File: src/rtl/xarb_pkg.sv
package xarb_pkg;

    typedef enum logic {
        OWN_PCI = 1'b0,
        OWN_DMA = 1'b1
    } owner_e;

    typedef struct packed {
        owner_e owner;   // current bus owner
        owner_e fav;     // side favoured at the next contended boundary
        logic   rty;     // DMA transaction retried, reissue pending
    } arb_state_t;

    localparam arb_state_t ARB_RESET = '{owner: OWN_PCI, fav: OWN_PCI, rty: 1'b0};

    function automatic owner_e pick_winner(input logic dma_c, input logic pci_c,
                                           input owner_e fav);
        if (dma_c && pci_c) return fav;
        if (dma_c)          return OWN_DMA;
        return OWN_PCI;
    endfunction

    function automatic owner_e other_side(input owner_e s);
        return (s == OWN_DMA) ? OWN_PCI : OWN_DMA;
    endfunction

endpackage

File: src/rtl/xarb_req_qual.sv
module xarb_req_qual #(
    parameter int DELAY = 8
) (
    input  logic clk,
    input  logic rst,
    input  logic hw_req,
    input  logic sw_req,
    input  logic compat,
    output logic qual
);
    localparam int CW = $clog2(DELAY + 1);
    localparam logic [CW-1:0] LIM = CW'(DELAY);

    logic [CW-1:0] cnt;

    always_ff @(posedge clk) begin
        if (rst || !hw_req) begin
            cnt <= '0;
        end else if (cnt != LIM) begin
            cnt <= cnt + 1'b1;
        end
    end

    assign qual = sw_req | (hw_req & (~compat | (cnt == LIM)));

endmodule

File: src/rtl/xarb_rotor.sv
module xarb_rotor
    import xarb_pkg::*;
(
    input  logic clk,
    input  logic rst,
    input  logic dma_want,
    input  logic pci_req,
    input  logic hold_ack,
    input  logic xfer_done,
    input  logic xfer_retry,
    output logic gnt_pci,
    output logic gnt_dma,
    output logic hold_req
);
    arb_state_t st, st_nx;
    logic owner_busy;
    logic dma_c;

    assign owner_busy = (st.owner == OWN_DMA) ? (dma_want | st.rty) : pci_req;
    assign dma_c      = dma_want & hold_ack;

    always_comb begin
        st_nx = st;
        if (st.owner == OWN_DMA && xfer_done && xfer_retry) begin
            st_nx.rty = 1'b1;
        end else if (xfer_done || !owner_busy) begin
            st_nx.rty   = 1'b0;
            st_nx.owner = pick_winner(dma_c, pci_req, st.fav);
            if (dma_c || pci_req) begin
                st_nx.fav = other_side(st_nx.owner);
            end
        end
    end

    always_ff @(posedge clk) begin
        if (rst) st <= ARB_RESET;
        else     st <= st_nx;
    end

    assign gnt_dma  = (st.owner == OWN_DMA);
    assign gnt_pci  = (st.owner == OWN_PCI);
    assign hold_req = dma_want | gnt_dma;

endmodule

File: src/rtl/xarb_top.sv
module xarb_top #(
    parameter int NUM_CH = 4,
    parameter int DELAY  = 8
) (
    input  logic              clk,
    input  logic              rst,
    input  logic [NUM_CH-1:0] hw_req,
    input  logic [NUM_CH-1:0] sw_req,
    input  logic [NUM_CH-1:0] compat_mode,
    input  logic              pci_req,
    input  logic              xfer_done,
    input  logic              xfer_retry,
    input  logic              hold_ack,
    output logic              hold_req,
    output logic              gnt_pci,
    output logic              gnt_dma,
    output logic [NUM_CH-1:0] qual
);
    for (genvar i = 0; i < NUM_CH; i++) begin : g_ch
        xarb_req_qual #(.DELAY(DELAY)) u_qual (
            .clk    (clk),
            .rst    (rst),
            .hw_req (hw_req[i]),
            .sw_req (sw_req[i]),
            .compat (compat_mode[i]),
            .qual   (qual[i])
        );
    end

    xarb_rotor u_rotor (
        .clk        (clk),
        .rst        (rst),
        .dma_want   (|qual),
        .pci_req    (pci_req),
        .hold_ack   (hold_ack),
        .xfer_done  (xfer_done),
        .xfer_retry (xfer_retry),
        .gnt_pci    (gnt_pci),
        .gnt_dma    (gnt_dma),
        .hold_req   (hold_req)
    );

endmodule

File: config.mk
export PLATFORM = sky130hd
export DESIGN_NAME = xarb_top
export DESIGN_NICKNAME = d
export VERILOG_FILES = /design/src/rtl/xarb_pkg.sv /design/src/rtl/xarb_req_qual.sv /design/src/rtl/xarb_rotor.sv /design/src/rtl/xarb_top.sv
export SDC_FILE = /design/constraint.sdc
export NUM_CORES = 1
export LEC_CHECK = 0
export BUFFER_PORTS_ARGS = -buffer_cell sky130_fd_sc_hd__buf_2
export CORE_ASPECT_RATIO = 1.75
export CORE_MARGIN = 2
export CORE_UTILIZATION = 35
export DETAILED_ROUTE_END_ITERATION = 12
export SLEW_MARGIN = 30
export SYNTH_ARGS = -nofsm -noshare
export SYNTH_HDL_FRONTEND = slang
export SYNTH_HIERARCHICAL = 1
export SYNTH_SLANG_ARGS = --single-unit
File: constraint.sdc
create_clock -name clk -period 6.2 [get_ports clk]
set_clock_uncertainty 0.05 [all_clocks]
set_input_delay 1.24 -clock clk [delete_from_list [all_inputs] [get_ports clk]]
set_output_delay 1.24 -clock clk [all_outputs]
set_load 0.02 [all_outputs]
# After elaboration in Yosys (flattened, before gate mapping)
# Index checks and enable logic that the tools add are counted.
# totals
reg_bits	19
# classes
n_eq_ne	8
add_sub_neg	4
n_mux	17
n_reduce_logical	18
n_bitwise	21
# ops
op	count
2-to-1 mux 1 bit	17
adder 4 x 1 -> 4 bit, second input constant	4
== test 4 bit, second input constant	4
!= test 4 bit, second input constant	4
bitwise OR 1 bit	10
logical OR 1 bit	6
NOT 1 bit	6
AND 1 bit	5
logical NOT 1 bit	5
OR reduction 4 bit	1
logical AND 1 bit	3
AND reduction 3 bit	1
AND reduction 2 bit	1
nonzero test 2 bit	1

# Longest topological paths before layout
# logic_depth
ltp_word	19
mapped_depth	9
ltp_nobuf	9

# By module
# The synthesis kept the hierarchy.
# modules_own_cells
module	cells_each	n_inst	area_per_inst_um2	seq_area_each_um2
xarb_req_qual	23	4	217.7	80.1
xarb_rotor	20	1	165.2	60.1
xarb_top	1	1	7.5	0.0

# Worst setup path before layout
# No wires, ideal clock.
# synth_timing
path_kind	in2out
startpoint	in compat_mode[1]
endpoint	out hold_req
arrival_ns	2.377
slack_ns	2.533
path_buffers	0
cell_stages	4
required_ns	4.910
path_cell_list	nand2_1 -> a21o_1 -> or4_1 -> or2_1
# synth_between
elab_chain_len	6
# synth_rtl
item	line_no	text
start, declared	xarb_top.sv:9	input logic [NUM_CH-1:0] compat_mode,
NOT 1 bit	xarb_req_qual.sv:24	assign qual = sw_req | (hw_req & (~compat | (cnt == LIM)));
bitwise OR 1 bit	xarb_req_qual.sv:24	
AND 1 bit	xarb_req_qual.sv:24	
bitwise OR 1 bit	xarb_req_qual.sv:24	
named net qual[1]	xarb_top.sv:17	output logic [NUM_CH-1:0] qual
OR reduction 4 bit	xarb_top.sv:33	.dma_want (|qual),
bitwise OR 1 bit	xarb_rotor.sv:42	assign hold_req = dma_want | gnt_dma;
end, declared	xarb_top.sv:14	output logic hold_req,
# The timed path passes the listed nets, and every way through them passes these cells.

# Worst setup path after layout
# layout_timing
startpoint	in compat_mode[1]
endpoint	out hold_req
# layout_between
elab_chain_len	6
# layout_rtl
item	line_no
NOT 1 bit	xarb_req_qual.sv:24
bitwise OR 1 bit	xarb_req_qual.sv:24
AND 1 bit	xarb_req_qual.sv:24
bitwise OR 1 bit	xarb_req_qual.sv:24
OR reduction 4 bit	xarb_top.sv:33
bitwise OR 1 bit	xarb_rotor.sv:42
# Every way passes these cells.

==> metrics list <==
* Final sum of negative setup slack: 0 ns
- Summing every instance area after synthesis gives 1040 um2.
- Longest individual stage delay on the worst path: 0.57 ns
* Classification of the worst-slack hold path: register to register
- The final hold violation count came to 0.
- Startpoint of the worst register-to-register path: g_ch[0].u_qual/cnt[0]
* Resized cells post-CTS: 0
* Tmin final: 3.78 ns
* Global-route wire length before repair: 3130 um
- At the later pin of the worst-skew pair, clock insertion delay measures 0.25 ns.
- The core region is 2900 um2.
* Number of vias in the routed layout: 832
* DRT Wirelength: 1910 um
- The worst-case IR drop observed on VDD is 0.133 mV.
- Vias in the first global route: 778
* Crit Path Class: input port to output pin
* Diode insertion count for antenna repair: 0
- Grt total ovfl: 0
* Sequential-to-total area share from yosys stat: 36.5%
- Most numerous cell types in the synthesized netlist: 19 x dfxtp_1, 14 x nor2_1, 10 x inv_1, 8 x ha_1, 8 x nand2_1
- For this configuration, the core starts out at a cell density of 36.0%.
- Cell count after synthesis: 113
- Buffer and inverter count on the worst path: 2
- The floorplan step set the die width to 45.3 um.
- Top cells by area, synth: dfxtp_1 36%, ha_1 9.6%, nand3b_4 7.7%
- Number of DRC violations after detailed-routing iteration 0: 11
- Total number of placement rows: 26
- In the final layout, the share of cells above drive strength 1 is 22.7%.
- RSZ-0062 raised after global routing: no
* Status: finished, final reports clean
* Area of the die: 3450 um2
- Fillers: 290
- The first TritonRoute pass finished after 4 iterations.
* Number of maximum-capacitance violations: 0
* Top cell type's share of synthesized area: 36.5%
* Number of logic stages on the critical path including buffering: 6
- In the final routed layout, each cell accounts on average for 11.3 um.
- CTS Hold Buffers Added: 0
- CTS placed an instance of clkbuf_8 at the clock tree root.
- STA puts the critical path data required time at 4.91 ns.
- Cell type with the largest total area after synthesis: dfxtp_1
* H-tree level count: 1
* Number of remaining DRC errors: 0
* Cell seen most often among critical-path stages: buf_2
- Synthesized area per cell: 9.23 um2
- The worst setup path is launched from an input port.
- Based on the critical path, the design can be clocked at up to 265 MHz.
* Worst setup path startpoint: compat_mode[1]
* Count of endpoints failing setup in the final report: 0
* Leak pwr: 0.582 nW
- Worst setup EP type: output pin
- GR Util All Layers: 11.8%
* List of cells traversed by the critical path: buf_2, nand2_1, a21o_1, or4_1, or2_1, buf_2
- Count of state elements after synthesis: 19
- CTS sink count: 19
* Detail Placement HPWL: 1560 um
- In this run the vertical extent of the chip is 76.2 um.
- Placer Congestion: 0.708
- Grouping stages by cell kind, the critical path spends the most delay in simple AND/OR/NAND/NOR gates.
* Average via count per standard cell: 4.92
- Net count, final: 168
- Length in cells of the worst reg-to-reg path: 9
- dfxtp_1 is the most common cell in the netlist.
* Flip-flop cell with the highest count after synthesis: dfxtp_1
* Ys async rst share: 0%
* Longest Clk Path Bufs: 2
* Count of yosys warnings during synthesis: 6
* Pwr Density: 199 nW/um2
* Worst setup slack for register-to-register paths: 3.79 ns
* Clock transition time at the flip-flop clock pins of the worst setup and hold paths: 0.07 ns
- Nets in the synthesized netlist: 139
- Measured on the finished design, the core utilization comes to 43.0%.
- Endpoint arrival time on the critical path: 2.49 ns
- Antenna violations before repair: 0
* Pin count of the biggest net entering global routing: 11
- The endpoint identified for the worst register-to-register timing path is u_rotor/gnt_dma.
* Max-Slew Margin vs Limit: 74.2%
- Synthesis instantiated 25 different standard cells from the library.
- In this run the remaining antenna-violating nets after routing total 0.
* Endpoint of the worst setup timing path: hold_req
- Yosys mapped a number of flops with a built-in enable equal to 0.
- Cell with the biggest individual delay on the critical path: or4_1
* Critical path fanouts, max: 3
- Clock tree from TritonCTS: built
- The total count of max-transition violations in the final report is 0.
- In this run the post-CTS setup repair buffer count came out at 0.
* Slew at the pin closest to its max-slew limit: 0.382 ns
* Sum of internal, switching and leakage power: 0.248 mW
- Area delta synth->final: 19.2%
- Tcrit/Tclk final: 60.9%
- 25 I/O pins were placed.
* Total CTS buffers: 3
- Quantity of I/O buffers inserted on ports: 24
## worst min-delay path by stage
stage	start	endpoint	cells after the start
2_1_floorplan	u_rotor/st[0]	u_rotor/st[0]	2
3_3_place_gp	u_rotor/st[1]	u_rotor/st[1]	1
3_5_place_dp	u_rotor/st[1]	u_rotor/st[1]	1
4_1_cts	u_rotor/st[1]	u_rotor/st[1]	1
5_1_grt	u_rotor/st[0]	u_rotor/st[0]	2
6_report	u_rotor/st[1]	u_rotor/st[1]	1
## kinds of logic (layout without fill, tap and decap cells)
kind of cell	Yosys count	after routing	share of synthesized area, %
AND/OR/NAND/NOR	49	49	30.0
flip-flops	19	19	36.5
AO/OA/AOI/OAI	14	14	8.87
buffers and inverters	10	38	3.60
adder cells (fa/ha/maj)	8	8	9.59
XOR/XNOR	8	8	6.71
multiplexers	5	5	4.80
## metal layers
metal | vias to the layer above | part of all wire, % | GRT usage, %
li1 | 434 | - | -
met1 | 371 | 44 | 13.8
met2 | 25 | 48 | 19.4
met3 | 2 | 6.9 | 2.61
met4 | 0 | 0.89 | 5.29
met5 | - | 0 | 0
## flip-flops by register name, summed over array words and instances, names as in the netlist
signal           cells
g_ch.u_qual/cnt     16
u_rotor/gnt_dma      1
u_rotor/st           2
## stage by stage
step / hold slack, ns / cells / instance area, um2 / setup WS, ns
2_1_floorplan: 0.427 / 113 / 1040 / 2.53
3_3_place_gp: 0.450 / 165 / 1200 / 2.45
3_5_place_dp: 0.459 / 165 / 1200 / 2.43
4_1_cts: 0.478 / 169 / 1240 / 2.43
5_1_grt: 0.509 / 169 / 1240 / 2.39
6_report: 0.475 / 169 / 1240 / 2.42
## placed cells by master, fill, tap and decap left out, drive strengths merged
master | synthesis | layout
buf | 0 | 24
dfxtp | 19 | 19
nor2 | 14 | 14
inv | 10 | 10
nand2 | 8 | 8
ha | 8 | 8
nand3b | 8 | 8
nand2b | 5 | 5
a21oi | 5 | 5
mux2i | 5 | 5
nand3 | 5 | 5
a21o | 4 | 4
or2b | 4 | 4
xnor2 | 4 | 4
xor2 | 4 | 4
clkbuf | 0 | 4
o21ai | 2 | 2
or4 | 1 | 1
or2 | 1 | 1
nor2b | 1 | 1
o311ai | 1 | 1
nor3 | 1 | 1
a32o | 1 | 1
and3b | 1 | 1
a211oi | 1 | 1
## cell type report
cell class | instances | area, um2 | area share [%]
multi-input combinational | 84 | 626 | 50.3
sequential | 19 | 380 | 30.6
timing repair buffer | 24 | 120 | 9.66
clock buffer | 4 | 45.0 | 3.62
inverter | 10 | 37.5 | 3.02
tap | 28 | 35.0 | 2.82
## power breakdown
group / switching (mW) / total [mW] / leakage [nW] / internal (mW)
Clock: 0.0398 / 0.0854 / 0.0228 / 0.0456
Sequential: 0.00394 / 0.130 / 0.155 / 0.126
Combinational: 0.0177 / 0.0329 / 0.405 / 0.0153
No activity file was read; power rests on OpenSTA's default activity.
